===== config.mk =====
export PLATFORM = sky130hd
export DESIGN_NAME = frac_clk_div
export DESIGN_NICKNAME = d
export VERILOG_FILES = /design/src/rtl/fcd_pkg.sv /design/src/rtl/fcd_regs.sv /design/src/rtl/fcd_core.sv /design/src/rtl/fcd_clkgen.sv /design/src/rtl/frac_clk_div.sv
export SDC_FILE = /design/constraint.sdc
export NUM_CORES = 1
export LEC_CHECK = 0
export ABC_AREA = 1
export BUFFER_PORTS_ARGS = -buffer_cell sky130_fd_sc_hd__buf_4
export CORE_ASPECT_RATIO = 1.4
export CORE_UTILIZATION = 30
export DETAILED_ROUTE_END_ITERATION = 16
export SLEW_MARGIN = 10
export SYNTH_ARGS = -nofsm -noshare
export SYNTH_HDL_FRONTEND = slang
export SYNTH_HIERARCHICAL = 1
export SYNTH_SLANG_ARGS = --single-unit
export TNS_END_PERCENT = 50

===== constraint.sdc =====
create_clock -name clk -period 3.78 [get_ports clk]
set_input_delay 0.378 -clock clk [delete_from_list [all_inputs] [get_ports clk]]
set_output_delay 0.378 -clock clk [all_outputs]
set_load 0.03 [all_outputs]

===== src/rtl/fcd_pkg.sv =====
// Package: shared constants and action encoding for the fractional divider.
// Assumes the control word layout is fixed: status bit 0, reserved bits 2:1,
// fraction from bit 3 upward, integer directly above the fraction.
package fcd_pkg;

    localparam int RUN_BIT  = 0;
    localparam int FRAC_LSB = 3;

    // Counter-level action decoded from the commands of one cycle
    typedef enum logic [1:0] {
        ACT_NONE   = 2'd0,
        ACT_RUN    = 2'd1,
        ACT_HALT   = 2'd2,
        ACT_REINIT = 2'd3
    } fcd_act_e;

endpackage


===== src/rtl/fcd_regs.sv =====
// Module: control word storage and command decode.
// Holds the integer and fraction fields and the running status, and decides
// which counter action applies this cycle (halt > run > reinit).
// Assumes commands are single-cycle strobes.
module fcd_regs #(
    parameter int INT_W  = 24,
    parameter int FRAC_W = 5,
    localparam int CTL_W = fcd_pkg::FRAC_LSB + FRAC_W + INT_W
) (
    input  logic               clk,
    input  logic               rst_n,
    input  logic               wr_en,
    input  logic [CTL_W-1:0]   wr_data,
    input  logic               start_i,
    input  logic               stop_i,
    input  logic               wake_i,
    output logic [INT_W-1:0]   int_sh,
    output logic [FRAC_W-1:0]  frac_sh,
    output logic               running,
    output fcd_pkg::fcd_act_e  act,
    output logic [CTL_W-1:0]   rd_data
);
    import fcd_pkg::*;

    localparam int INT_LSB = FRAC_LSB + FRAC_W;

    logic [INT_W-1:0]  int_q;
    logic [FRAC_W-1:0] frac_q;
    logic              run_q;
    logic              wr_low_unused;

    // Low bits of a write carry no setting
    assign wr_low_unused = ^wr_data[FRAC_LSB-1:0];

    // Store the ratio fields on a write
    always_ff @(posedge clk) begin
        if (!rst_n) begin
            int_q  <= '0;
            frac_q <= '0;
        end else if (wr_en) begin
            int_q  <= wr_data[INT_LSB +: INT_W];
            frac_q <= wr_data[FRAC_LSB +: FRAC_W];
        end
    end

    // Running status: stop has priority over start
    always_ff @(posedge clk) begin
        if (!rst_n)       run_q <= 1'b0;
        else if (stop_i)  run_q <= 1'b0;
        else if (start_i) run_q <= 1'b1;
    end

    // Decode the counter action for this cycle
    always_comb begin
        if (stop_i)                 act = ACT_HALT;
        else if (start_i && !run_q) act = ACT_RUN;
        else if (wake_i)            act = ACT_REINIT;
        else                        act = ACT_NONE;
    end

    // Assemble the readback word
    always_comb begin
        rd_data                      = '0;
        rd_data[INT_LSB +: INT_W]    = int_q;
        rd_data[FRAC_LSB +: FRAC_W]  = frac_q;
        rd_data[RUN_BIT]             = run_q;
    end

    assign int_sh  = int_q;
    assign frac_sh = frac_q;
    assign running = run_q;

endmodule


===== src/rtl/fcd_core.sv =====
// Module: period counter with fractional accumulator.
// Counts each period from 0 to its limit (integer + stretch). At the end of a
// period it loads the next integer setting and adds the fraction into the
// accumulator; a carry stretches the next period by one cycle.
// Assumes act is already prioritised by fcd_regs.
module fcd_core #(
    parameter int INT_W  = 24,
    parameter int FRAC_W = 5,
    localparam int CNT_W = INT_W + 1
) (
    input  logic               clk,
    input  logic               rst_n,
    input  fcd_pkg::fcd_act_e  act,
    input  logic               running,
    input  logic [INT_W-1:0]   int_sh,
    input  logic [FRAC_W-1:0]  frac_sh,
    output logic               tick,
    output logic [CNT_W-1:0]   cnt,
    output logic [CNT_W-1:0]   half
);
    import fcd_pkg::*;

    logic [CNT_W-1:0]  cnt_q;
    logic [CNT_W-1:0]  limit;
    logic [INT_W-1:0]  int_act_q;
    logic [FRAC_W-1:0] acc_q;
    logic              str_q;
    logic [FRAC_W:0]   acc_sum;
    logic [CNT_W:0]    len;
    logic              at_end;
    logic              half_lsb_unused;

    // Current period limit including the fractional stretch
    always_comb begin
        limit   = {1'b0, int_act_q} + {{INT_W{1'b0}}, str_q};
        len     = {1'b0, limit} + {{CNT_W{1'b0}}, 1'b1};
        acc_sum = {1'b0, acc_q} + {1'b0, frac_sh};
        at_end  = running && (cnt_q == limit);
    end

    assign half_lsb_unused = len[0];

    // Advance the counter, restart it on any command action
    always_ff @(posedge clk) begin
        if (!rst_n) begin
            cnt_q     <= '0;
            int_act_q <= '0;
            acc_q     <= '0;
            str_q     <= 1'b0;
        end else if (act != ACT_NONE) begin
            cnt_q     <= '0;
            int_act_q <= int_sh;
            acc_q     <= '0;
            str_q     <= 1'b0;
        end else if (at_end) begin
            cnt_q     <= '0;
            int_act_q <= int_sh;
            acc_q     <= acc_sum[FRAC_W-1:0];
            str_q     <= acc_sum[FRAC_W];
        end else if (running) begin
            cnt_q <= cnt_q + 1'b1;
        end
    end

    assign tick = at_end;
    assign cnt  = cnt_q;
    assign half = len[CNT_W:1];

endmodule


===== src/rtl/fcd_clkgen.sv =====
// Module: divided clock former.
// Drives the output low while the period counter is below half the period
// length and high from there on, through one register so the output is free
// of combinational glitches. Assumes half = floor(length/2).
module fcd_clkgen #(
    parameter int CNT_W = 25
) (
    input  logic             clk,
    input  logic             rst_n,
    input  logic             running,
    input  logic [CNT_W-1:0] cnt,
    input  logic [CNT_W-1:0] half,
    output logic             clk_div
);

    logic clk_q;

    // Register the phase compare
    always_ff @(posedge clk) begin
        if (!rst_n) clk_q <= 1'b0;
        else        clk_q <= running && (cnt >= half);
    end

    assign clk_div = clk_q;

endmodule


===== src/rtl/frac_clk_div.sv =====
// Module: top of the fractional clock divider.
// Connects the control word storage, the period counter and the divided
// clock former. Assumes one input clock domain and single-cycle strobes.
module frac_clk_div #(
    parameter int INT_W  = 24,
    parameter int FRAC_W = 5,
    localparam int CTL_W = fcd_pkg::FRAC_LSB + FRAC_W + INT_W,
    localparam int CNT_W = INT_W + 1
) (
    input  logic             clk,
    input  logic             rst_n,
    input  logic             reg_wr,
    input  logic [CTL_W-1:0] reg_wdata,
    input  logic             cmd_start,
    input  logic             cmd_stop,
    input  logic             lp_exit,
    output logic [CTL_W-1:0] reg_rdata,
    output logic             tick_o,
    output logic             clk_div_o
);
    import fcd_pkg::*;

    logic [INT_W-1:0]  int_sh;
    logic [FRAC_W-1:0] frac_sh;
    logic              running;
    fcd_act_e          act;
    logic [CNT_W-1:0]  cnt_w;
    logic [CNT_W-1:0]  half_w;

    fcd_regs #(.INT_W(INT_W), .FRAC_W(FRAC_W)) u_regs (
        .clk     (clk),
        .rst_n   (rst_n),
        .wr_en   (reg_wr),
        .wr_data (reg_wdata),
        .start_i (cmd_start),
        .stop_i  (cmd_stop),
        .wake_i  (lp_exit),
        .int_sh  (int_sh),
        .frac_sh (frac_sh),
        .running (running),
        .act     (act),
        .rd_data (reg_rdata)
    );

    fcd_core #(.INT_W(INT_W), .FRAC_W(FRAC_W)) u_core (
        .clk     (clk),
        .rst_n   (rst_n),
        .act     (act),
        .running (running),
        .int_sh  (int_sh),
        .frac_sh (frac_sh),
        .tick    (tick_o),
        .cnt     (cnt_w),
        .half    (half_w)
    );

    fcd_clkgen #(.CNT_W(CNT_W)) u_clk (
        .clk     (clk),
        .rst_n   (rst_n),
        .running (running),
        .cnt     (cnt_w),
        .half    (half_w),
        .clk_div (clk_div_o)
    );

endmodule


==> results of run 1 <==
sequential cells by signal, summed over array words and instances, names as in the netlist:
register,count
u_core/cnt,25
u_core/int_act_q,24
u_regs/int_sh,24
u_core/acc_q,5
u_regs/frac_sh,5
u_clk/clk_div,1
u_core/str_q,1
u_regs/running,1
power by group through the flow:
stage,clock network (mW),logic [mW],registers (mW)
global placement,0,0.443,1.01
CTS,0.957,0.448,0.990
global route,0.991,0.505,0.996
floorplan,0,0.348,0.997
detailed placement,0,0.446,1.01
finish,0.932,0.449,0.990
cell families after synthesis:
| logic type | after synthesis |
|---|---|
| AOI/OAI and AO/OA | 91 |
| xor gates and xnor gates | 50 |
| adders and majority gates | 35 |
| buffers and inverters | 192 |
| DFF | 86 |
| other | 2 |
| and+or+nand+nor | 602 |
worst register-to-register path: stages (launching register included):
cell and delay [ns]:
dfxtp_1 0.35, ha_2 0.20, ha_2 0.21, nand2_2 0.10, nor2_4 0.17, nand2_1 0.14, nor2_4 0.19, nand2_1 0.15
xor2_2 0.17, nand3_1 0.13, nor3_1 0.20, nand4_1 0.18, xor2_1 0.17, inv_1 0.05, ha_1 0.29, a21oi_1 0.14
nor2_1 0.05, nor2_1 0.09, nand2_1 0.07, a21oi_1 0.11, nand3_1 0.07, nand2_1 0.06, inv_1 0.03
metrics by stage:
step / TNS, ns / worst slack [ns] / std cells / hold WS (ns)
floorplan: 0 / 0.511 / 1059 / 0.450
global placement: 0 / 0.167 / 1378 / 0.469
detailed placement: 0 / 0.162 / 1378 / 0.481
CTS: 0 / 0.131 / 1394 / 0.200
global route: -0.0198 / -0.0198 / 1400 / 0.208
finish: 0 / 0.295 / 1400 / 0.212
per-layer routing:
layer  vias to the layer above  GRT usage [%]
met5                         -              0
met4                         0           8.14
met3                        34           1.41
met2                       125           31.9
met1                      2856           18.4
li1                       3395              -
placed cells by master (no fill, tap or decap), types with 2 or more instances in the layout:
master      count
nor2_2         20
clkbuf_16       9
conb_1          3
ha_2            2
or2_2           2
nor3_1         18
nand2_2         9
and2_1          3
nor3_2          3
inv_1         129
xnor3_1         2
o21ai_1         5
o21ai_0        34
nand2_1       244
dfxtp_1        86
nor2_1        163
nor3b_1         2
xor2_1         45
and3_1          2
xnor2_1         2
nand4_1        19
nor4_1          7
nand3_1        92
clkbuf_8        2
ha_1           32
buf_4          86
a21oi_1        47
inv_2           2
nand3_2         3
clkinvlp_4      2
nor2_4         10
what timing repair did:
| item | in CTS | in global routing |
|---|---|---|
| setup buffers | 0 | 5 |
| gates resized for setup | 0 | 22 |
| endpoints found under the setup margin | 0 | 1 |
worst paths after layout:
kind | startpoint | endpoint | slack (ns) | cells after the start
setup reg to reg | u_core/str_q$_SDFFE_PP0P_ | u_clk/clk_div$_SDFF_PN0_ | 0.33 | 22
hold / removal | cmd_stop | u_regs/running$_SDFFE_PP0P_ | 0.21 | 2
hold reg to reg | u_core/acc_q[0]$_SDFFE_PP0P_ | u_core/acc_q[0]$_SDFFE_PP0P_ | 0.49 | 2
setup / recovery | u_core/str_q$_SDFFE_PP0P_ | tick_o | 0.30 | 14
area by class of cell:
cell class                      count  share of cell area [%]
Multi-Input combinational cell    782                    53.7
Sequential cell                    86                    22.4
Timing Repair Buffer               86                    8.41
Inverter                          133                    6.54
Tap cell                          297                    4.84
Clock buffer                       12                    3.34
Clock inverter                      4                   0.701
==> impl_metrics.json, run 1 <==
{
  "outcome": "finished clean",
  "clock_skew_ns": 0.00742,
  "p_leak_nw": 3.31,
  "fill_cells": 2475,
  "sw_frac_of_total_pct": 29.7,
  "grt_overflow_total": 0,
  "rows": 64,
  "relSlewSlack_pct": 39.0,
  "yosys_warnings": 6,
  "antenna_found_initial": 0,
  "path_common_cell": "nand2_1",
  "wl_met2_um": 9630,
  "yosysTopAreaCell": "dfxtp_1",
  "p_sw_mw": 0.703,
  "drive_gt1_share_pct": 14.6,
  "worst_slew_pin_slew_ns": 0.913,
  "nets": 1171,
  "pwr-share-seq_pct": 41.8,
  "cp_max_fo": 6,
  "synth-seq-cells": 86,
  "critPathKind": "reg -> out",
  "clkTransAtPathRegs_ns": 0.07,
  "cts_buffers": 9,
  "root_buffer": "clkbuf_16",
  "clock_power_share_pct": 39.3,
  "place_hpwl_um": 14800,
  "wirelength_um": 18400,
  "die_y_um": 178,
  "p_per_area_mw_per_mm2": 309,
  "min_period_ns": 3.48,
  "vias_per_cell": 4.58,
  "drt-initial-drc-count": 343,
  "gp_congestion": 0.882,
  "synth_top_area_share_pct": 25.9,
  "grt_pass1_wl_um": 29800,
  "diodes": 0,
  "internal-power_mw": 1.67,
  "ant_nets": 0,
  "synth-simple-area-share_pct": 39.6,
  "setup_viol": 0,
  "synth_xor_xnor_area_share_pct": 7.00,
  "synthTopCellsByArea": "dfxtp_1 26%, nand2_1 14%, nor2_1 9.5%",
  "muxShareOfSynthArea_pct": 0,
  "routed-wl-met3_um": 406,
  "end_kind": "output pin",
  "coreArea_sq_mm": 0.0218,
  "power_mw": 2.37,
  "cp-start-kind": "flop",
  "ios": 72,
  "synth_commonest_cells": "247 x nand2_1, 169 x nor2_1, 129 x inv_1, 95 x nand3_1, 86 x dfxtp_1",
  "fin_area_sq_mm": 0.00767,
  "synth_top_family_by_area": "simple AND/OR/NAND/NOR gates",
  "slowest_delay_ns": 0.35,
  "cts.sinks": 86,
  "synth_compound_area_share_pct": 7.04,
  "htreeDepth": 3,
  "cp_data_arrival_time_ns": 3.11,
  "met1_length_um": 7650,
  "firstDrtPassIters": 8,
  "grt_pass1_vias": 6118,
  "start_util_pct": 30.5,
  "wl_per_cell_um": 13.1,
  "synth.most_common_cell": "nand2_1",
  "synthFlopType": "dfxtp_1",
  "synth_adder_area_share_pct": 6.70,
  "die_x_um": 128,
  "ir_drop_uv": 221,
  "clk_path_buf_depth": 2,
  "crit_family": "simple AND/OR/NAND/NOR gates",
  "worstPathCellList": "ha_2 -> ha_2 -> nand2_2 -> nor2_4 -> nand2_1 -> nor2_4 -> nand2_1 -> xor2_1 -> nand2_1 -> nand2_1 -> nand2_1 -> or3_1 -> nor2_1 -> buf_4",
  "grt_max_degree": 58,
  "pwr-share-comb_pct": 18.9,
  "hold_buffers": 0,
  "hold_path_class": "in -> reg",
  "worstSkewPairLatency_ns": 0.35,
  "cp_num_buf_inv": 1,
  "required_ns": 3.40,
  "cp_slowest_cell": "dfxtp_1",
  "multi_input_area_sq_mm": 0.00412,
  "area_growth_syn_to_layout_pct": 15.4,
  "cts_tree": "yes",
  "port_buffers": 66,
  "syn-cell-area_sq_mm": 0.00665,
  "dieArea_sq_mm": 0.0228,
  "place_area_sq_mm": 0.00723,
  "register_area_sq_mm": 0.00172,
  "timing.final.crit_share_pct": 92.2,
  "slew_violations": 0,
  "maxCapViolations": 0,
  "ys_types": 43,
  "syn_inst": 1058,
  "synth_enable_flop_cells": 0,
  "synth_async_sr_flop_share_pct": 0,
  "hold_viol_final": 0,
  "seq_area_frac_synth_pct": 25.9,
  "dr_total_vias": 6410,
  "top_layer": "met4",
  "drc": 0,
  "post-route-util_pct": 35.2,
  "max_freq_mhz": 287,
  "grt_usage_pct": 16.7,
  "synth.avg_cell_area_sq_um": 6.28
}
Power figures use the tool's default switching activity.
==> run 2, diff against run 1 <==
--- a/config.mk
+++ b/config.mk
@@ -10,6 +10,7 @@
 export CORE_ASPECT_RATIO = 1.4
 export CORE_UTILIZATION = 30
 export DETAILED_ROUTE_END_ITERATION = 16
+export PLACE_DENSITY_LB_ADDON = 0.08
 export SLEW_MARGIN = 10
 export SYNTH_ARGS = -nofsm -noshare
 export SYNTH_HDL_FRONTEND = slang
==> run 2 against run 1 <==
Sequential power barely moved. Maximum frequency fell by 0.63%. Final cell count rose by 0.50%. First-iteration DRC count fell by 27%. Clock skew fell by 0.00088 ns. Via count fell by 1.4%. Total power rose by 4.6%. Critical path depth did not move. Routed wire length rose by 10%. Sequential share of layout area fell by 0.14 points. Register-to-register slack got worse by 0.03 ns. Largest power group is now clock.
==> impl_metrics.json, run 2 (same netlist as run 1, synthesis figures left out) <==
{
  "rsz0062_at_grt": "yes",
  "firstDrtPassIters": 5,
  "hold_buffers": 0,
  "cp-start-kind": "flop",
  "max_freq_mhz": 285,
  "worstSkewPairLatency_ns": 0.36,
  "grtUsageMet1_pct": 21.2,
  "end_kind": "output pin",
  "dieArea_sq_mm": 0.0228,
  "setup.worst_path.start": "u_core/str_q$_SDFFE_PP0P_",
  "grt_max_degree": 58,
  "finalSetupTns_ns": 0,
  "worst_slew_pin_slew_ns": 0.914,
  "busiest_layer": "met2",
  "die_x_um": 128,
  "r2r-start": "u_core/str_q$_SDFFE_PP0P_",
  "outcome": "finished clean",
  "timing.hold.ws_ns": 0.188,
  "setup_viol": 0,
  "grt_pass1_vias": 6161,
  "vias_per_cell": 4.49,
  "drc": 0,
  "use_met2_pct": 34.5,
  "clk_path_buf_depth": 2,
  "port_buffers": 66,
  "final_common_cell": "nand2_1",
  "htreeDepth": 3,
  "rows": 64,
  "slew_violations": 0,
  "grt_util_met3_pct": 2.01,
  "final_cell_mix": "247 x nand2_1, 166 x nor2_1, 129 x inv_1, 94 x nand3_1, 93 x buf_4",
  "place_hpwl_um": 16500,
  "cts_buffers": 9,
  "critPathKind": "reg -> out",
  "fill_cells": 2518,
  "clock_skew_ns": 0.00654,
  "hold_start": "cmd_stop",
  "root_buffer": "clkbuf_16",
  "grt_overflow_total": 0,
  "wl_per_cell_um": 14.4,
  "nets": 1178,
  "antenna_found_initial": 0,
  "ant_nets": 0,
  "p_leak_nw": 3.38,
  "cp_data_arrival_time_ns": 3.13,
  "maxCapViolations": 0,
  "coreArea_sq_mm": 0.0218,
  "hold_path_class": "in -> reg",
  "dr_total_vias": 6323,
  "die_y_um": 178,
  "cts.sinks": 86,
  "hold_viol_final": 0,
  "grt_pass1_wl_um": 32300,
  "wirelength_um": 20300,
  "required_ns": 3.40,
  "p_per_area_mw_per_mm2": 321,
  "diodes": 0,
  "cp_max_fo": 6,
  "ios": 72,
  "clkTransAtPathRegs_ns": 0.07,
  "cts_tree": "yes",
  "area_growth_syn_to_layout_pct": 16.2,
  "drive_gt1_share_pct": 14.1,
  "relSlewSlack_pct": 38.9,
  "largest_reg_flops": 25,
  "grt_usage_pct": 18.7,
  "timing.final.crit_share_pct": 92.8,
  "min_period_ns": 3.51,
  "gp_congestion": 0.832,
  "drt-initial-drc-count": 252,
  "ir_drop_uv": 213,
  "start_util_pct": 30.5
}
[run 2: cell count changes in the layout (fill, tap and decap cells not counted), sizes merged]
cell	before	now
bufinv	1	2
nor2	193	192
buf	86	94
clkinv	1	2
clkinvlp	2	0
[run 2: final timing paths]
| kind | slack [ns] | depth (start not counted) | end |
|---|---|---|---|
| min | 0.19 | 2 | u_regs/running$_SDFFE_PP0P_ |
| max | 0.27 | 14 | tick_o |
| max reg2reg | 0.30 | 26 | u_clk/clk_div$_SDFF_PN0_ |
| min reg2reg | 0.50 | 2 | u_core/acc_q[2]$_SDFFE_PP0P_ |
[run 2: layout make-up]
class	count	area, sq um	area share, %
clock buffer	12	256	3.32
multi-input combinational	781	4080	52.8
tap	297	372	4.81
timing repair buffer	94	718	9.30
inverter	133	502	6.50
sequential	86	1720	22.3
clock inverter	4	77.6	1.00
[run 2: worst max-delay path, cell delays in order (launching register included)]
cell and delay, ns:
dfxtp_1 0.36, ha_1 0.21, ha_1 0.20, nand2_1 0.12, nor2_4 0.17, nand2_1 0.14
nor2_4 0.20, nand2_1 0.15, xor2_1 0.29, nand2_1 0.09, nand2_1 0.10, nand2_1 0.06
or3_1 0.30, nor2_1 0.18, buf_4 0.20
[run 2: per-stage QoR]
stage / cells / setup WS, ns / utilization (%) / cell area, sq um / power, mW
floorplan: 1059 / 0.511 / - / 6650 / 1.34
finish: 1407 / 0.273 / 35.5 / 7720 / 2.48
CTS: 1406 / 0.155 / 35.2 / 7670 / 2.52
global placement: 1390 / 0.186 / 33.7 / 7340 / 1.48
detailed placement: 1390 / 0.184 / 33.7 / 7340 / 1.48
global route: 1407 / -0.0464 / 35.5 / 7720 / 2.61
[run 2: layer usage]
layer / vias to the layer above / wire length [um]
li1: 3408 / -
met1: 2791 / 8690
met2: 95 / 10400
met3: 29 / 403
met4: 0 / 748
met5: - / 0
[run 2: repair_timing]
action / CTS / global route
setup endpoints to repair: 0 / 2
resized for setup: 0 / 9
setup buffers: 0 / 1
[run 2: power by group]
group / leakage, nW / internal (mW) / switching [mW] / total [mW]
combinational: 2.51 / 0.174 / 0.286 / 0.460
sequential: 0.705 / 0.948 / 0.0438 / 0.992
clock: 0.163 / 0.619 / 0.408 / 1.03
==> run 3, diff against run 2 <==
==> constraint.sdc (replaced) <==
create_clock -name clk -period 3.78 [get_ports clk]
set_input_delay 0.378 -clock clk [delete_from_list [all_inputs] [get_ports clk]]
set_output_delay 0.378 -clock clk [all_outputs]
set_load 0.005 [all_outputs]
==> run 3 against run 2 <==
Clock-buffer cell count stayed put. Via count is 0.16% lower. Worst hold slack about the same. Utilization is 0.086 points higher.
==> impl_metrics.json, run 3 (same netlist as run 1, synthesis figures left out) <==
{
  "post-route-util_pct": 35.5,
  "maxCapViolations": 0,
  "timing.hold.ws_ns": 0.188,
  "critPathKind": "reg -> out",
  "r2r-end": "u_clk/clk_div$_SDFF_PN0_",
  "wirelength_um": 20300,
  "clkTransAtPathRegs_ns": 0.07,
  "firstDrtPassIters": 5,
  "internal-power_mw": 1.74,
  "slew_violations": 0,
  "path_common_cell": "nand2_1",
  "drc": 0,
  "max_freq_mhz": 288,
  "clock_power_share_pct": 42.2,
  "antenna_found_initial": 0,
  "grt_usage_pct": 18.7,
  "root_buffer": "clkbuf_16",
  "place_area_sq_mm": 0.00734,
  "grt_max_degree": 58,
  "cp-start-kind": "flop",
  "crit_path_end": "tick_o",
  "nets": 1178,
  "cts_tree": "yes",
  "final_cell_mix": "245 x nand2_1, 166 x nor2_1, 129 x inv_1, 93 x buf_4, 92 x nand3_1",
  "grt_pass1_vias": 6161,
  "die_x_um": 128,
  "r2r_slack_ns": 0.32,
  "ios": 72,
  "slowest_delay_ns": 0.36,
  "p_sw_mw": 0.697,
  "dieArea_sq_mm": 0.0228,
  "pwr-share-comb_pct": 17.1,
  "hold_path_class": "in -> reg",
  "cp_max_fo": 6,
  "worstSkewPairLatency_ns": 0.37,
  "wl_met2_um": 10500,
  "cp_num_buf_inv": 3,
  "crit_family": "simple AND/OR/NAND/NOR gates",
  "largest_reg_flops": 25,
  "power_mw": 2.44,
  "ant_nets": 0,
  "fin_ws_ns": 0.302,
  "clock_skew_ns": 0.00775,
  "cts.sinks": 86,
  "drt-initial-drc-count": 252,
  "multi_input_area_sq_mm": 0.00409,
  "ir_drop_uv": 212,
  "worst-path-stages": 16,
  "worst-r2r-cell-count": 24,
  "instances_no_fill": 1407,
  "finalSetupTns_ns": 0,
  "hold_viol_final": 0,
  "cp_data_arrival_time_ns": 3.10,
  "final_common_cell": "nand2_1",
  "diodes": 0,
  "r2r-start": "u_core/str_q$_SDFFE_PP0P_",
  "worst_slew_pin_slew_ns": 0.919,
  "timing.final.crit_share_pct": 92.0,
  "relSlewSlack_pct": 38.6,
  "min_period_ns": 3.48,
  "die_y_um": 178,
  "routed-wl-met3_um": 376,
  "wl_per_cell_um": 14.5,
  "holdPathStages": 2,
  "place_hpwl_um": 16500,
  "outcome": "finished clean",
  "p_per_area_mw_per_mm2": 315,
  "register_area_sq_mm": 0.00172,
  "area_growth_syn_to_layout_pct": 16.5,
  "sw_frac_of_total_pct": 28.6,
  "fill_cells": 2516,
  "cp_slowest_cell": "dfxtp_1",
  "setup.worst_path.start": "u_core/str_q$_SDFFE_PP0P_",
  "met1_length_um": 8730,
  "grt_pass1_wl_um": 32300,
  "preCtsSetupSlack_ns": 0.184,
  "p_leak_nw": 3.39,
  "worstPathCellList": "ha_1 -> ha_2 -> nand2_2 -> nor2_4 -> nand2_1 -> nand2_1 -> nand2_1 -> buf_4 -> buf_4 -> nand2_1 -> nand2_1 -> nor3b_1 -> nand4_1 -> nand3b_1 -> nor2_1 -> buf_4",
  "coreArea_sq_mm": 0.0218,
  "clk_path_buf_depth": 2,
  "drive_gt1_share_pct": 14.4,
  "grt_overflow_total": 0,
  "htreeDepth": 3,
  "required_ns": 3.40,
  "fin_area_sq_mm": 0.00774,
  "gp_congestion": 0.832,
  "pwr-share-seq_pct": 40.7,
  "dr_total_vias": 6313,
  "hold_buffers": 0,
  "cts_buffers": 9,
  "rows": 64,
  "port_buffers": 66,
  "vias_per_cell": 4.49,
  "post-place-cells": 1390,
  "end_kind": "output pin",
  "start_util_pct": 30.5,
  "top_layer": "met4",
  "setup_viol": 0
}
==> run 3: cell counts in the layout (fill, tap and decap cells not counted) <==
Identical to the previous run, type by type.
==> run 3: worst min path at each step <==
stage / start / to / slack [ns]
6_report: cmd_stop / u_regs/running$_SDFFE_PP0P_ / 0.19
5_1_grt: cmd_stop / u_regs/running$_SDFFE_PP0P_ / 0.19
4_1_cts: cmd_stop / u_regs/running$_SDFFE_PP0P_ / 0.17
3_5_place_dp: u_core/acc_q[0]$_SDFFE_PP0P_ / u_core/acc_q[0]$_SDFFE_PP0P_ / 0.48
3_3_place_gp: u_core/acc_q[0]$_SDFFE_PP0P_ / u_core/acc_q[0]$_SDFFE_PP0P_ / 0.48
2_1_floorplan: cmd_stop / u_regs/running$_SDFFE_PP0P_ / 0.45
==> run 3: power groups by stage <==
stage	combinational (mW)	sequential [mW]	clock (mW)
after floorplan	0.303	0.997	0
after global placement	0.418	1.01	0
after detailed placement	0.417	1.01	0
after CTS	0.419	0.992	1.06
after global routing	0.473	0.998	1.09
final	0.417	0.992	1.03
==> run 3: per-layer routing <==
metal / GRT usage, % / up-vias
met4: 9.46 / 0
met1: 21.2 / 2794
met5: 0 / -
met2: 34.5 / 80
met3: 2.01 / 29
li1: - / 3410
==> run 3: worst register-to-register path, delay by kind of cell (launching register included) <==
kind                       cells  cell delay [ns]
adders and majority gates      4             1.03
buffers and inverters          4             0.30
DFF                            1             0.33
and+or+nand+nor               16             1.79
==> run 3: area by class of cell <==
cell class | instances | share of cell area [%]
Multi-Input combinational cell | 781 | 52.9
Sequential cell | 86 | 22.2
Timing Repair Buffer | 94 | 9.28
Inverter | 133 | 6.48
Tap cell | 297 | 4.80
Clock buffer | 12 | 3.31
Clock inverter | 4 | 1.00
==> run 3: timing repair <==
action | 4_1_cts | 5_1_grt
endpoints found under the setup margin | 0 | 1
setup buffers | 0 | 1
resized for setup | 0 | 14
